===== config.mk =====
export PLATFORM = sky130hd
export DESIGN_NAME = adc_ctrl_regs
export DESIGN_NICKNAME = d
export VERILOG_FILES = /design/src/rtl/adc_ctrl_pkg.sv /design/src/rtl/adc_sync2.sv /design/src/rtl/adc_tap_bank.sv /design/src/rtl/adc_ctrl_regs.sv
export SDC_FILE = /design/constraint.sdc
export NUM_CORES = 1
export LEC_CHECK = 0
export BUFFER_PORTS_ARGS = -buffer_cell sky130_fd_sc_hd__buf_4
export CAP_MARGIN = 20
export CORE_MARGIN = 2
export CORE_UTILIZATION = 30
export CTS_CLUSTER_DIAMETER = 120
export DETAILED_ROUTE_END_ITERATION = 10
export PLACE_DENSITY = 0.62
export SYNTH_ARGS = -nofsm -noshare
export SYNTH_HDL_FRONTEND = slang
export SYNTH_SLANG_ARGS = --single-unit

===== constraint.sdc =====
create_clock -name clk -period 1.7 [get_ports clk]
set_input_delay 0.34 -clock clk [delete_from_list [all_inputs] [get_ports clk]]
set_output_delay 0.34 -clock clk [all_outputs]
set_load 0.05 [all_outputs]

===== src/rtl/adc_ctrl_pkg.sv =====
package adc_ctrl_pkg;

    localparam int REG_W  = 32;
    localparam int TAP_W  = 5;
    localparam int LANE_W = 5;

    // word offsets (byte offset / 4)
    localparam int OFF_CFG  = 3;    // 0x00C
    localparam int OFF_RST  = 16;   // 0x040
    localparam int OFF_CTRL = 17;   // 0x044
    localparam int OFF_SYNC = 26;   // 0x068
    localparam int OFF_LOCK = 29;   // 0x074
    localparam int OFF_TAP  = 512;  // 0x800

    localparam int BIT_CORE   = 0;
    localparam int BIT_CLKGEN = 1;
    localparam int BIT_CLKEN  = 2;
    localparam int BIT_EDGE   = 1;
    localparam int BIT_ALIGN  = 3;
    localparam int LANE_LSB   = 8;
    localparam int BIT_LOCK   = 17;
    localparam int BIT_IFTYPE = 7;

    typedef struct packed {
        logic [2:0]        rst;
        logic              core;
        logic [LANE_W-1:0] lanes;
        logic              edge_f;
        logic              align;
        logic              flag;
        logic              rvalid;
        logic [REG_W-1:0]  rdata;
    } ctrl_state_t;

endpackage


===== src/rtl/adc_sync2.sv =====
module adc_sync2 #(
    parameter int WIDTH = 3
) (
    input  logic             clk,
    input  logic             rst_n,
    input  logic [WIDTH-1:0] async_in,
    output logic [WIDTH-1:0] sync_out
);
    genvar i;
    generate
        for (i = 0; i < WIDTH; i++) begin : g_bit
            logic [1:0] stage_d, stage_q;
            always_comb stage_d = {stage_q[0], async_in[i]};
            always_ff @(posedge clk or negedge rst_n) begin
                if (!rst_n) stage_q <= '0;
                else        stage_q <= stage_d;
            end
            assign sync_out[i] = stage_q[1];
        end
    endgenerate
endmodule


===== src/rtl/adc_tap_bank.sv =====
module adc_tap_bank
    import adc_ctrl_pkg::*;
#(
    parameter int N_LANES = 16,
    localparam int LIDX_W = (N_LANES > 1) ? $clog2(N_LANES) : 1
) (
    input  logic                     clk,
    input  logic                     rst_n,
    input  logic                     wr_en,
    input  logic [LIDX_W-1:0]        wr_lane,
    input  logic [TAP_W-1:0]         wr_tap,
    input  logic [LIDX_W-1:0]        rd_lane,
    output logic [TAP_W-1:0]         rd_tap,
    output logic [N_LANES*TAP_W-1:0] taps_flat
);
    logic [TAP_W-1:0] taps_d [N_LANES];
    logic [TAP_W-1:0] taps_q [N_LANES];

    always_comb begin
        for (int l = 0; l < N_LANES; l++) begin
            taps_d[l] = taps_q[l];
            if (wr_en && (int'(wr_lane) == l)) taps_d[l] = wr_tap;
        end
        rd_tap = '0;
        for (int l = 0; l < N_LANES; l++) begin
            if (int'(rd_lane) == l) rd_tap = taps_q[l];
        end
    end

    always_ff @(posedge clk or negedge rst_n) begin
        if (!rst_n) begin
            for (int l = 0; l < N_LANES; l++) taps_q[l] <= '0;
        end else begin
            for (int l = 0; l < N_LANES; l++) taps_q[l] <= taps_d[l];
        end
    end

    genvar g;
    generate
        for (g = 0; g < N_LANES; g++) begin : g_lane
            assign taps_flat[g*TAP_W +: TAP_W] = taps_q[g];

            // a write hitting this lane lands on its output next cycle
            assert_tap_write_R7: assert property (@(posedge clk) disable iff (!rst_n)
                (wr_en && int'(wr_lane) == g) |=> (taps_flat[g*TAP_W +: TAP_W] == $past(wr_tap)));
        end
    endgenerate
endmodule


===== src/rtl/adc_ctrl_regs.sv =====
module adc_ctrl_regs
    import adc_ctrl_pkg::*;
#(
    parameter int N_LANES = 16,
    parameter int ADDR_W  = 12,
    localparam int WORD_W = ADDR_W - 2,
    localparam int LIDX_W = (N_LANES > 1) ? $clog2(N_LANES) : 1
) (
    input  logic                     clk,
    input  logic                     rst_n,
    input  logic                     req_valid,
    input  logic                     req_write,
    input  logic [ADDR_W-1:0]        req_addr,
    input  logic [REG_W-1:0]         req_wdata,
    output logic                     rsp_valid,
    output logic [REG_W-1:0]         rsp_rdata,
    input  logic                     lock_in,
    input  logic                     align_done_in,
    input  logic                     delay_clk_ok,
    input  logic                     iface_cmos,
    output logic                     core_rst_n,
    output logic                     clkgen_rst_n,
    output logic                     clk_en_n,
    output logic [LANE_W-1:0]        lane_count,
    output logic                     edge_fall,
    output logic                     align_req,
    output logic [N_LANES*TAP_W-1:0] lane_taps
);
    ctrl_state_t st_d, st_q;

    logic [2:0] stat_s;
    logic lock_s, done_s, dclk_s;

    adc_sync2 #(.WIDTH(3)) u_sync (
        .clk      (clk),
        .rst_n    (rst_n),
        .async_in ({delay_clk_ok, align_done_in, lock_in}),
        .sync_out (stat_s)
    );
    assign lock_s = stat_s[0];
    assign done_s = stat_s[1];
    assign dclk_s = stat_s[2];

    // address decode
    logic [WORD_W-1:0] word;
    logic [WORD_W-1:0] lane_off;
    logic              aligned, tap_hit, wr, rd;
    logic [LIDX_W-1:0] lane_idx;
    logic [TAP_W-1:0]  rd_tap;

    assign word     = req_addr[ADDR_W-1:2];
    assign aligned  = (req_addr[1:0] == 2'b00);
    assign lane_off = word - WORD_W'(OFF_TAP);
    assign tap_hit  = aligned && (word >= WORD_W'(OFF_TAP)) && (lane_off < WORD_W'(N_LANES));
    assign lane_idx = lane_off[LIDX_W-1:0];
    assign wr       = req_valid && req_write;
    assign rd       = req_valid && !req_write;

    adc_tap_bank #(.N_LANES(N_LANES)) u_taps (
        .clk       (clk),
        .rst_n     (rst_n),
        .wr_en     (wr && tap_hit),
        .wr_lane   (lane_idx),
        .wr_tap    (req_wdata[TAP_W-1:0]),
        .rd_lane   (lane_idx),
        .rd_tap    (rd_tap),
        .taps_flat (lane_taps)
    );

    logic [REG_W-1:0] rd_mux;

    always_comb begin
        rd_mux = '0;
        if (aligned) begin
            case (word)
                WORD_W'(OFF_CFG):  rd_mux[BIT_IFTYPE] = iface_cmos;
                WORD_W'(OFF_RST):  rd_mux[2:0] = st_q.rst;
                WORD_W'(OFF_CTRL): begin
                    rd_mux[LANE_LSB +: LANE_W] = st_q.lanes;
                    rd_mux[BIT_ALIGN]          = st_q.align;
                    rd_mux[BIT_EDGE]           = st_q.edge_f;
                end
                WORD_W'(OFF_SYNC): rd_mux[0] = st_q.flag;
                WORD_W'(OFF_LOCK): rd_mux[BIT_LOCK] = lock_s;
                default: begin
                    if (tap_hit) rd_mux = dclk_s ? {{(REG_W-TAP_W){1'b0}}, rd_tap} : '1;
                end
            endcase
        end
    end

    always_comb begin
        st_d        = st_q;
        st_d.rvalid = rd;
        if (rd) st_d.rdata = rd_mux;

        if (wr && aligned && word == WORD_W'(OFF_RST)) st_d.rst = req_wdata[2:0];
        if (wr && aligned && word == WORD_W'(OFF_CTRL)) begin
            if (req_wdata[LANE_LSB +: LANE_W] != '0) st_d.lanes = req_wdata[LANE_LSB +: LANE_W];
            st_d.edge_f = req_wdata[BIT_EDGE];
            st_d.align  = req_wdata[BIT_ALIGN];
        end

        st_d.flag = st_d.align ? (st_q.flag || (st_q.align && done_s)) : 1'b0;
        st_d.core = st_d.rst[BIT_CORE] && st_d.rst[BIT_CLKGEN] && lock_s;
    end

    always_ff @(posedge clk or negedge rst_n) begin
        if (!rst_n) begin
            st_q       <= '0;
            st_q.lanes <= LANE_W'(1);
        end else begin
            st_q <= st_d;
        end
    end

    assign rsp_valid    = st_q.rvalid;
    assign rsp_rdata    = st_q.rdata;
    assign core_rst_n   = st_q.core;
    assign clkgen_rst_n = st_q.rst[BIT_CLKGEN];
    assign clk_en_n     = st_q.rst[BIT_CLKEN];
    assign lane_count   = st_q.lanes;
    assign edge_fall    = st_q.edge_f;
    assign align_req    = st_q.align;

    logic unused_bits;
    assign unused_bits = ^{req_wdata[REG_W-1:LANE_LSB+LANE_W], req_wdata[LANE_LSB-1:BIT_ALIGN+1],
                           req_wdata[0], lane_off};

    // core released only with lock seen and clock generator released
    assert_core_gate_R3: assert property (@(posedge clk) disable iff (!rst_n)
        core_rst_n |-> ($past(lock_s) && clkgen_rst_n));

    // lane count can never become zero
    assert_lanes_nonzero_R5: assert property (@(posedge clk) disable iff (!rst_n)
        lane_count != '0);

    // completion flag only exists under a live request
    assert_flag_needs_req_R6: assert property (@(posedge clk) disable iff (!rst_n)
        st_q.flag |-> align_req);

    // response exactly one cycle after a read
    assert_rsp_timing_R11: assert property (@(posedge clk) disable iff (!rst_n)
        rsp_valid |-> $past(req_valid && !req_write));

    assert_rsp_follows_R11: assert property (@(posedge clk) disable iff (!rst_n)
        (req_valid && !req_write) |=> rsp_valid);
endmodule


==> flow_metrics.py <==
metrics = {
    "setup_path": {
        "worstPathMaxFanout": 7,
        "end_kind": "register",
        "crit_path_top_delay_cell": "mux2_2",
        "reg2reg_slack_ns": 0.06,
        "startpoint_type": "input port",
        "max_stage_delay_ns": 0.36,
        "crit_type": "in -> reg",
        "cp_cell_sequence": "buf_6 -> nor4_4 -> and3b_1 -> and2b_2 -> buf_8 -> nand2_4 -> nor2_4 -> mux2_2",
        "cp_data_arrival_time_ns": 1.96,
        "required_ns": 1.94,
    },
    "global_routing": {
        "grt.busiest_layer": "met2",
        "grtUsageTotal": 0.190,
        "use_met1": 0.254,
        "met3_usage": 0.0431,
        "antenna_found_initial": 0,
        "grt_pass1_vias": 4895,
        "overflow": 0,
        "grt_pass1_wl_mm": 29.0,
        "grtUsageMet2": 0.310,
        "grt_start_max_net_pins": 53,
    },
    "clock_network": {
        "cts_root_buffer": "clkbuf_16",
        "cts_tree": "done",
        "clk_latency_ns": 0.36,
        "ctsHtreeMaxLevel": 3,
        "cts_max_path_buffers": 2,
        "cts_made_buffers": 9,
        "clk_pin_slew_worst_paths_ns": 0.07,
        "cts.sink_count": 112,
    },
    "timing": {
        "timing.fmax_mhz": 582,
        "rsz0062_at_grt": "true",
        "tightestPinTransition_ns": 0.439,
        "period_needed_ns": 1.72,
        "hold_viol_final": 0,
        "finalMaxSlewViolations": 0,
        "whs_ns": 0.0885,
        "setup_viol": 5,
        "max-slew-margin-rel": 0.704,
        "period_share": 1.01,
        "finalClockSkew_ns": 0.0124,
        "final.setup.worst_slack_ns": -0.0183,
    },
    "finish": {
        "nNetsFinal": 746,
        "diodes": 0,
        "final_layout_size_suffix_gt1_frac": 0.561,
        "syn_to_final_growth_pct": 40.2,
    },
    "die": {
        "core_sq_um": 18700,
        "die_area_sq_um": 20200,
        "initial_core_util": 0.306,
        "fp-row-count": 50,
        "num_io_pins": 175,
        "die_w_microns": 142,
        "die_height_microns": 142,
    },
    "run_status": {
        "status": "finished, violations left",
        "violations": "setup timing",
    },
    "logic_synthesis": {
        "synth.most_common_cell": "dfrtp_1",
        "syn_area_sq_um": 5730,
        "ys_ff_latch": 112,
        "synthTopCellsByCount": "111 x dfrtp_1, 89 x mux2_2, 41 x nand2_1",
        "synth.distinct_cells": 63,
        "synth-main-ff-cell": "dfrtp_1",
        "yosysTopAreaCellShare": 0.485,
        "syn-mean-instance-area_sq_um": 11.5,
        "ys_seq_area_frac": 0.490,
        "synthCells": 496,
        "synth_edf_count": 0,
        "ys_warn_count": 0,
        "yosys.area.top_type": "dfrtp_1",
        "synth_fp_nets": 548,
        "synthArstFlopShare": 1.00,
        "synth.area.top_cells": "dfrtp_1 49%, mux2_2 18%, buf_4 5.1%",
    },
    "routing": {
        "vias_per_cell": 5.14,
        "drt_iter0_markers": 328,
        "wl_mm": 18.9,
        "detail_route.wl_per_cell_microns": 20.3,
        "ant_nets": 0,
        "remaining_drc_errors": 0,
        "drtPass1Iterations": 5,
        "via_count": 4791,
    },
    "flow_run": {
        "drv_cap": 0,
    },
    "power": {
        "vdd_drop_max_mv": 0.463,
        "p_per_area_nw_per_um2": 662,
        "p_leak_nw": 4.04,
    },
    "placed_design": {
        "io_buffers": 152,
        "post-place-ws_ns": -0.397,
        "detailed_place_hpwl_mm": 14.7,
        "routabilityCongestion": 0.921,
    },
    "min_path": {
        "hold_path_class": "in -> reg",
    },
}
-- state kept, by name, indices dropped and copies added, names as in the netlist --
register              count
align_req                 1
clk_en_n                  1
clkgen_rst_n              1
core_rst_n                1
edge_fall                 1
lane_count                5
rsp_rdata                13
rsp_valid                 1
st_q                      2
u_sync.g_bit.stage_q      6
u_taps.taps_flat         80
-- cell families (layout without fill, tap and decap cells) --
kind of cell	after synthesis	in the layout	synth area share
AOI/OAI and AO/OA	90	90	0.108
buffers and inverters	66	269	0.0719
and+or+nand+nor	126	126	0.123
muxes	102	102	0.207
DFF	112	112	0.490
-- layout make-up --
class	count	area [sq um]
well taps	234	293
multi-input cells	318	2700
repair buffers	250	1940
flip-flops and latches	112	2810
inverters	3	11.3
fillers	1800	10700
clock inverters	6	41.3
clock buffers	10	239
-- per-stage QoR --
stage	utilization	area (sq um)	power [mW]	std cells	TNS, ns
5_1_grt	0.429	8030	5.51	933	-0.553
3_5_place_dp	0.403	7540	3.30	913	-34.44
6_report	0.429	8030	5.31	933	-0.0531
2_1_floorplan	-	5790	2.97	496	-5.13
3_3_place_gp	0.403	7540	3.29	913	-31.36
4_1_cts	0.420	7870	5.34	931	0
-- path summary, 6_finish.rpt --
path                                            startpoint                          to  depth (start not counted)
min in group asynchronous                            rst_n         u_taps.taps_flat[4]                          2
worst min register to register  u_sync.g_bit[0].stage_q[0]  u_sync.g_bit[0].stage_q[1]                          0
worst max-delay path                           req_addr[7]        u_taps.taps_flat[36]                          8
max in group asynchronous                            rst_n               rsp_rdata[30]                          3
worst max register to register        u_taps.taps_flat[18]                rsp_rdata[3]                          5
worst min-delay path                         align_done_in  u_sync.g_bit[1].stage_q[0]                          1
-- cells in the final DEF (no fill, tap or decap), types with 4 or more instances in the layout --
cell type  instances
nor3_1             6
mux4_2             4
a21oi_1           15
clkbuf_16          9
dfrtp_1          110
nor2_4             8
nand3_4            5
o21ai_0           20
nand3_1            7
nand2_1           39
nand2b_1           5
a21o_1             4
mux2_2            71
o2111ai_1          4
nor2b_1            6
mux2_4            18
buf_4            242
mux2i_1            9
a22o_1             9
nor2_1            22
o211ai_1           6
-- layer usage --
metal | wire, microns | share of wire
met2 | 9100 | 0.48
met4 | 269 | 0.014
met1 | 8290 | 0.44
met5 | 0 | 0
met3 | 1270 | 0.067
-- critical path: cells and delay by family --
| kind | cells | cell delay (ns) |
|---|---|---|
| simple gates | 5 | 1.01 |
| buf+inv | 2 | 0.26 |
| mux | 1 | 0.36 |
-- where the power goes --
part	internal [mW]	switching [mW]
clock network	1.04	1.01
registers	2.68	0.0119
logic	0.227	0.345
total	3.95	1.37
-- repair_timing --
action,in CTS,in global routing
endpoints found under the setup margin,62,68
pin swaps,4,9
gates cloned,0,0
buffers inserted,1,3
hold buffers,1,0
resized for setup,8,31
endpoints found under the hold margin,26,0
No activity file was read; power rests on OpenSTA's default activity.
